File: config.mk
export PLATFORM = sky130hd
export DESIGN_NAME = key_match_unit
export DESIGN_NICKNAME = d
export VERILOG_FILES = /design/src/rtl/km_pkg.sv /design/src/rtl/km_key_ctrl.sv /design/src/rtl/km_counter.sv /design/src/rtl/km_tag_cmp.sv /design/src/rtl/key_match_unit.sv
export SDC_FILE = /design/constraint.sdc
export NUM_CORES = 1
export LEC_CHECK = 0
export BUFFER_PORTS_ARGS = -buffer_cell sky130_fd_sc_hd__buf_2
export CAP_MARGIN = 10
export CORE_ASPECT_RATIO = 1.1
export CORE_MARGIN = 2
export CORE_UTILIZATION = 46
export DETAILED_ROUTE_END_ITERATION = 12
export PLACE_DENSITY = 0.79
export SLEW_MARGIN = 20
export SYNTH_ARGS = -nofsm -noshare
export SYNTH_HDL_FRONTEND = slang
export SYNTH_SLANG_ARGS = --single-unit
File: constraint.sdc
create_clock -name clk -period 1.6 [get_ports clk]
set_input_delay 0.4 -clock clk [delete_from_list [all_inputs] [get_ports clk]]
set_output_delay 0.4 -clock clk [all_outputs]
set_load 0.01 [all_outputs]
File: src/rtl/km_pkg.sv
package km_pkg;
  localparam int KEY_W = 5;

  // strobes from control to the counter datapath
  typedef struct packed {
    logic useCount;
    logic advance;
    logic syncZero;
    logic forceOnes;
    logic asyncClr;
  } cntCtl_t;
endpackage

File: src/rtl/km_key_ctrl.sv
module km_key_ctrl
  import km_pkg::*;
#(
  parameter int KW = KEY_W
) (
  input  logic          clk,
  input  logic          rstN,
  input  logic [KW-1:0] keyIn,
  input  logic          cfgWrEn,
  input  logic [KW:0]   cfgWrData,
  output cntCtl_t       ctl,
  output logic [KW-1:0] termCnt
);
  // fixed roles of the key lines in counter mode
  localparam int ROLE_CLK = 0;
  localparam int ROLE_CKE = 1;
  localparam int ROLE_ZERO = 2;
  localparam int ROLE_CLR = 3;
  localparam int ROLE_ONES = 4;

  logic modeEn;
  logic clkPrev;
  logic cntEdge;

  always_ff @(posedge clk or negedge rstN) begin
    if (!rstN) begin
      modeEn  <= 1'b0;
      termCnt <= '0;
    end else if (cfgWrEn) begin
      modeEn  <= cfgWrData[KW];
      termCnt <= cfgWrData[KW-1:0];
    end
  end

  always_ff @(posedge clk or negedge rstN) begin
    if (!rstN) clkPrev <= 1'b0;
    else       clkPrev <= keyIn[ROLE_CLK];
  end

  assign cntEdge = keyIn[ROLE_CLK] & ~clkPrev;

  always_comb begin
    ctl.useCount  = modeEn;
    ctl.asyncClr  = modeEn & keyIn[ROLE_CLR];
    ctl.syncZero  = modeEn & cntEdge & keyIn[ROLE_ZERO];
    ctl.advance   = modeEn & cntEdge & keyIn[ROLE_CKE] & ~keyIn[ROLE_ZERO];
    ctl.forceOnes = modeEn & keyIn[ROLE_ONES];
  end
endmodule

File: src/rtl/km_counter.sv
module km_counter
  import km_pkg::*;
#(
  parameter int KW = KEY_W
) (
  input  logic          clk,
  input  logic          rstN,
  input  cntCtl_t       ctl,
  input  logic [KW-1:0] termCnt,
  input  logic [KW-1:0] keyIn,
  output logic [KW-1:0] countVal,
  output logic [KW-1:0] keyValue
);
  logic cntRstN;
  logic [KW-1:0] nextCnt;

  assign cntRstN = rstN & ~ctl.asyncClr;
  assign nextCnt = (countVal == termCnt) ? '0 : countVal + 1'b1;

  always_ff @(posedge clk or negedge cntRstN) begin
    if (!cntRstN)          countVal <= '0;
    else if (ctl.syncZero) countVal <= '0;
    else if (ctl.advance)  countVal <= nextCnt;
  end

  always_comb begin
    if (!ctl.useCount)      keyValue = keyIn;
    else if (ctl.forceOnes) keyValue = '1;
    else                    keyValue = countVal;
  end
endmodule

File: src/rtl/km_tag_cmp.sv
module km_tag_cmp
  import km_pkg::*;
#(
  parameter int NUM_PORTS = 4,
  parameter int KW = KEY_W
) (
  input  logic [NUM_PORTS*KW-1:0] portTags,
  input  logic [KW-1:0]           keyValue,
  output logic [NUM_PORTS-1:0]    matchOut
);
  for (genvar p = 0; p < NUM_PORTS; p++) begin : g_port
    assign matchOut[p] = (portTags[p*KW +: KW] == keyValue);
  end
endmodule

File: src/rtl/key_match_unit.sv
module key_match_unit
  import km_pkg::*;
#(
  parameter int NUM_PORTS = 4,
  parameter int KW = KEY_W
) (
  input  logic                    clk,
  input  logic                    rstN,
  input  logic [KW-1:0]           keyIn,
  input  logic                    cfgWrEn,
  input  logic [KW:0]             cfgWrData,
  input  logic [NUM_PORTS*KW-1:0] portTags,
  output logic [NUM_PORTS-1:0]    matchOut,
  output logic [KW-1:0]           keyValue
);
  cntCtl_t       ctl;
  logic [KW-1:0] termCnt;
  logic [KW-1:0] countVal;

  km_key_ctrl #(.KW(KW)) u_ctrl (
    .clk(clk), .rstN(rstN), .keyIn(keyIn), .cfgWrEn(cfgWrEn),
    .cfgWrData(cfgWrData), .ctl(ctl), .termCnt(termCnt)
  );

  km_counter #(.KW(KW)) u_cnt (
    .clk(clk), .rstN(rstN), .ctl(ctl), .termCnt(termCnt), .keyIn(keyIn),
    .countVal(countVal), .keyValue(keyValue)
  );

  km_tag_cmp #(.NUM_PORTS(NUM_PORTS), .KW(KW)) u_cmp (
    .portTags(portTags), .keyValue(keyValue), .matchOut(matchOut)
  );
endmodule

* Yosys cells after proc, flatten, opt, wreduce, memory -nomap -nowiden
Cells that the tools add are included.
** Word-level totals
- Register bits :: 12
- Input port bits :: 34
- Output and inout bits :: 9
** Operators by class
- $add $sub $neg :: 1
- Equality and inequality tests :: 5
- Mux-type cells :: 5
- Bitwise gates (word level) :: 11
- Reductions and logical operators :: 1
** Operators by type and width (number)
- $eq A5 B5 Y1 :: 5
- $mux W5 :: 5
- $and A1 B1 Y1 :: 8
- $add A5 B1 Y5 const B :: 1
- $not A1 Y1 :: 3
- $reduce_bool A2 Y1 :: 1

* Longest topological paths before layout
- Depth after elaboration :: 7
- Mapped depth :: 6
- Mapped depth without buffers :: 5

* Modules after synthesis
Synthesis repeated with hierarchy kept, for this count alone.
** Unflattened totals
- Cell total of the unflattened synthesis :: 104
- Area, all modules :: 999.7 um^2
** By module, submodules not included
- km_counter :: instances 1, cells each 55, area each 430.4 um^2, seq. area each 125.1 um^2
- km_key_ctrl :: instances 1, cells each 20, area each 322.8 um^2, seq. area each 175.2 um^2
- km_tag_cmp :: instances 1, cells each 29, area each 246.5 um^2, seq. area each 0.0 um^2

* Worst setup path before layout
No wires, ideal clock.
- Kind :: flip-flop to output port
- Start :: reg u_ctrl.modeEn
- End :: out matchOut[0]
- Arrival time :: 1.245 ns
- Required time :: 1.200 ns
- Setup slack :: -0.045 ns
- Stages on the path, launching flop included :: 5
- Buffers on the path :: 1
- Cells stage by stage :: dfrtp_1 -> buf_6 -> o21ai_2 -> xnor2_1 -> nor4_2
** On the way
- Cells in the longest elaborated chain, start to end :: 4
** RTL lines
- start: declaration :: line km_key_ctrl.sv:21 : logic modeEn;
- start signal: assignment :: line km_key_ctrl.sv:30 : modeEn <= cfgWrData[KW];
- $and A1 B1 Y1 :: line km_key_ctrl.sv:47 : ctl.forceOnes = modeEn & keyIn[ROLE_ONES];
- $mux W5 :: line km_counter.sv:28 : else if (ctl.forceOnes) keyValue = '1;
- $mux W5 * :: line km_counter.sv:27 : if (!ctl.useCount) keyValue = keyIn;
- $eq A5 B5 Y1 * :: line km_tag_cmp.sv:12 : assign matchOut[p] = (portTags[p*KW +: KW] == keyValue);
- end: declaration :: line key_match_unit.sv:13 : output logic [NUM_PORTS-1:0] matchOut,
Mark *: on every way between the ends. The rest lies on a longest branch, timed or not.

* Worst setup path after layout
- Start :: reg u_ctrl.modeEn
- End :: out matchOut[1]
The elaborated chain is that of the path after synthesis.

==> results.yml <==
status:
  status: "finished, violations left"
  violations: "negative setup slack"
critical_path:
  cp.arrival_ps: 1770
  end_kind: "output pin"
  critPathMaxFanout: 4
  start_kind: "flop"
  cp.required_ps: 1200
  rrSetupSlack_ps: 20
  worstSetupPathType: "reg -> out"
finish:
  nFillCells: 138
  mostFrequentLayoutCell: "buf_2"
  final_cell_mix: "40 x buf_2, 17 x xnor2_1, 16 x buf_4"
  layout.nets: 198
  syn_to_final_growth_pct: 61.9
  drive_above_1_share_pct: 59.6
  final_area_sq_um: 1500
  insertedDiodeCount: 0
power:
  power.total_mw: 1.39
  seqPwrFrac_pct: 29.2
  switching_share_pct: 37.4
  ir_drop_mv: 0.654
  p_sw_mw: 0.522
  p_leak_nw: 0.682
  power.density_nw_per_um2: 930
  p_clk_share_pct: 12.4
  share_comb_of_total_power_pct: 58.4
  p_int_mw: 0.873
drt:
  vias_per_cell: 5.23
  antenna_left: 0
  detail_route.wl_per_cell_um: 14.7
  drt_wl_total_um: 2790
  route.detailed.drc: 0
  vias: 988
  drtIter0Drc: 17
  drt-pass1-iter-count: 4
cts:
  cts_tree: "done"
  clock-sinks: 12
  cts_buffers: 3
  htreeDepth: 1
  clockBufferDepth: 2
  cts_root_buffer: "clkbuf_4"
  insertion_delay_ps: 260
  path_clk_slew_ps: 60
grt:
  grt_pass1_wl_um: 3510
  grt_max_degree: 10
  grt_pass1_vias: 943
  antenna_found_initial: 0
  overflow: 0
  grt.total_usage_pct: 20.4
synthesis:
  synth_fa_ha_area_share_pct: 1.35
  syn_inst: 93
  syn_area_sq_um: 926
  yosys.area_share.simple_pct: 15.0
  synth_fp_nets: 128
  synth_top_family_by_area: "XOR/XNOR gates"
  synthMuxAreaShare_pct: 7.30
  ys_ff_latch: 12
  synthXorXnorAreaFrac_pct: 20.8
  synth_compound_area_share_pct: 18.5
  yosysWarnings: 0
  avgSynthCellArea_sq_um: 9.96
  yosysSeqAreaShare_pct: 32.4
  synth_cell_type_count: 29
timing:
  setup_viol: 9
  slew_headroom_pct: 79.7
  tightest_slew_ps: 305
  skew_ps: 4.96
  rsz0062_at_grt: "true"
  fmax_ghz: 0.461
  min_period_over_period_pct: 136
  drv_slew: 0
  timing.hold.ws_ps: 303
  layout_min_cycle_time_ps: 2170
  finalHoldViolCount: 0
  worst_slack_ps: -569
placed_design:
  place_area_sq_um: 1280
  port_buffers: 42
  routabilityCongestion: 0.867
  dp_hpwl_um: 1850
die:
  rows: 17
  dieArea_sq_um: 2390
  io_pins: 43
  die_x_um: 46.8
  core_sq_um: 1960
  start_util_pct: 47.3
  die_h_um: 51.1
job:
  maxCapViolations: 0
worst_hold_path:
  hold_class: "in -> reg"
-- kinds of logic (layout without fill, tap and decap cells) --
| group | after synthesis | count (layout) |
|---|---|---|
| flip-flops | 12 | 12 |
| buffers and inverters | 9 | 76 |
| XOR/XNOR | 22 | 22 |
| AO/OA/AOI/OAI | 23 | 24 |
| adder cells (fa/ha/maj) | 1 | 1 |
| multiplexers | 6 | 6 |
| AND/OR/NAND/NOR | 20 | 20 |
-- final cells by class --
cell class              count  area (sq um)  area share, %
well taps                  28          35.0           2.34
flip-flops and latches     12           302           20.1
repair buffers             67           443           29.5
clock buffers               3          22.5           1.50
multi-input cells          73           674           45.0
inverters                   6          22.5           1.50
-- power by group through the flow --
| stage | registers, mW | clock network [mW] | logic [mW] |
|---|---|---|---|
| 2_1_floorplan | 0.419 | 0 | 0.364 |
| 3_3_place_gp | 0.401 | 0 | 0.596 |
| 3_5_place_dp | 0.401 | 0 | 0.620 |
| 4_1_cts | 0.403 | 0.186 | 0.670 |
| 5_1_grt | 0.414 | 0.196 | 0.882 |
| 6_report | 0.407 | 0.173 | 0.814 |
-- synthesized netlist by cell type (all sizes together) --
master	number	share of area [%]
clkbuf	2	0.95
or3	1	0.68
xor2	3	2.8
o21bai	1	0.81
or2	1	0.68
nand2b	3	2.8
and3b	1	0.95
o2bb2ai	1	0.95
o31ai	1	1.4
inv	6	2.4
xnor2	19	18
mux2	6	7.3
nor4	4	5.4
a21oi	6	4.5
nand2	6	2.4
ha	1	1.4
nor2	1	0.41
buf	1	1.2
o21ai	9	5.3
a21o	1	0.81
a21boi	1	0.81
o22ai	3	4.1
nand3	3	1.6
dfrtp	12	32
-- per-stage QoR --
stage / std cells / TNS, ps / util [%] / setup slack (ps)
6_report: 189 / -3130 / 76.6 / -569
5_1_grt: 189 / -4090 / 76.6 / -654
4_1_cts: 184 / -2930 / 70.2 / -558
3_5_place_dp: 177 / -1260 / 65.3 / -353
3_3_place_gp: 177 / -964 / 65.3 / -233
2_1_floorplan: 93 / -180 / - / -45.0
-- final timing paths --
| kind | from | to | depth (start not counted) |
|---|---|---|---|
| min | keyIn[0] | u_ctrl.clkPrev$_DFF_PN0_ | 1 |
| max | u_ctrl.modeEn$_DFFE_PN0P_ | matchOut[1] | 8 |
| max in group asynchronous | rstN | u_cnt.countVal[2]$_DFFE_PN0P_ | 4 |
| min reg2reg | u_ctrl.termCnt[0]$_DFFE_PN0P_ | u_ctrl.termCnt[0]$_DFFE_PN0P_ | 1 |
| min in group asynchronous | keyIn[3] | u_cnt.countVal[4]$_DFFE_PN0P_ | 3 |
| max reg2reg | u_cnt.countVal[3]$_DFFE_PN0P_ | u_cnt.countVal[3]$_DFFE_PN0P_ | 7 |
-- registers in the layout, indices dropped and copies added (netlist names) --
signal / cells
u_cnt.countVal: 5
u_ctrl.clkPrev: 1
u_ctrl.modeEn: 1
u_ctrl.termCnt: 5
-- per-layer routing --
metal | global-route usage, % | vias up | wire length (um)
met4 | 10.2 | 0 | 119
met2 | 40.6 | 56 | 1470
li1 | - | 466 | -
met1 | 18.6 | 450 | 995
met5 | 0 | - | 0
met3 | 2.12 | 16 | 200
-- repair_timing --
| item | CTS | global route |
|---|---|---|
| setup endpoints to repair | 9 | 14 |
| pin swaps | 3 | 9 |
| setup buffers | 3 | 5 |
| gates cloned | 0 | 1 |
| hold buffers | 1 | 0 |
| hold endpoints to repair | 7 | 0 |
| gates resized for setup | 10 | 18 |
-- worst max-delay path, stage by stage, from the launching register on --
cell	delay, ps
dfrtp_2	440
buf_6	150
a21oi_4	160
buf_6	120
xnor2_1	50
a21oi_1	120
o21ai_1	90
nor4_2	190
buf_2	190
Note: power is estimated with default switching activity, not from simulation.
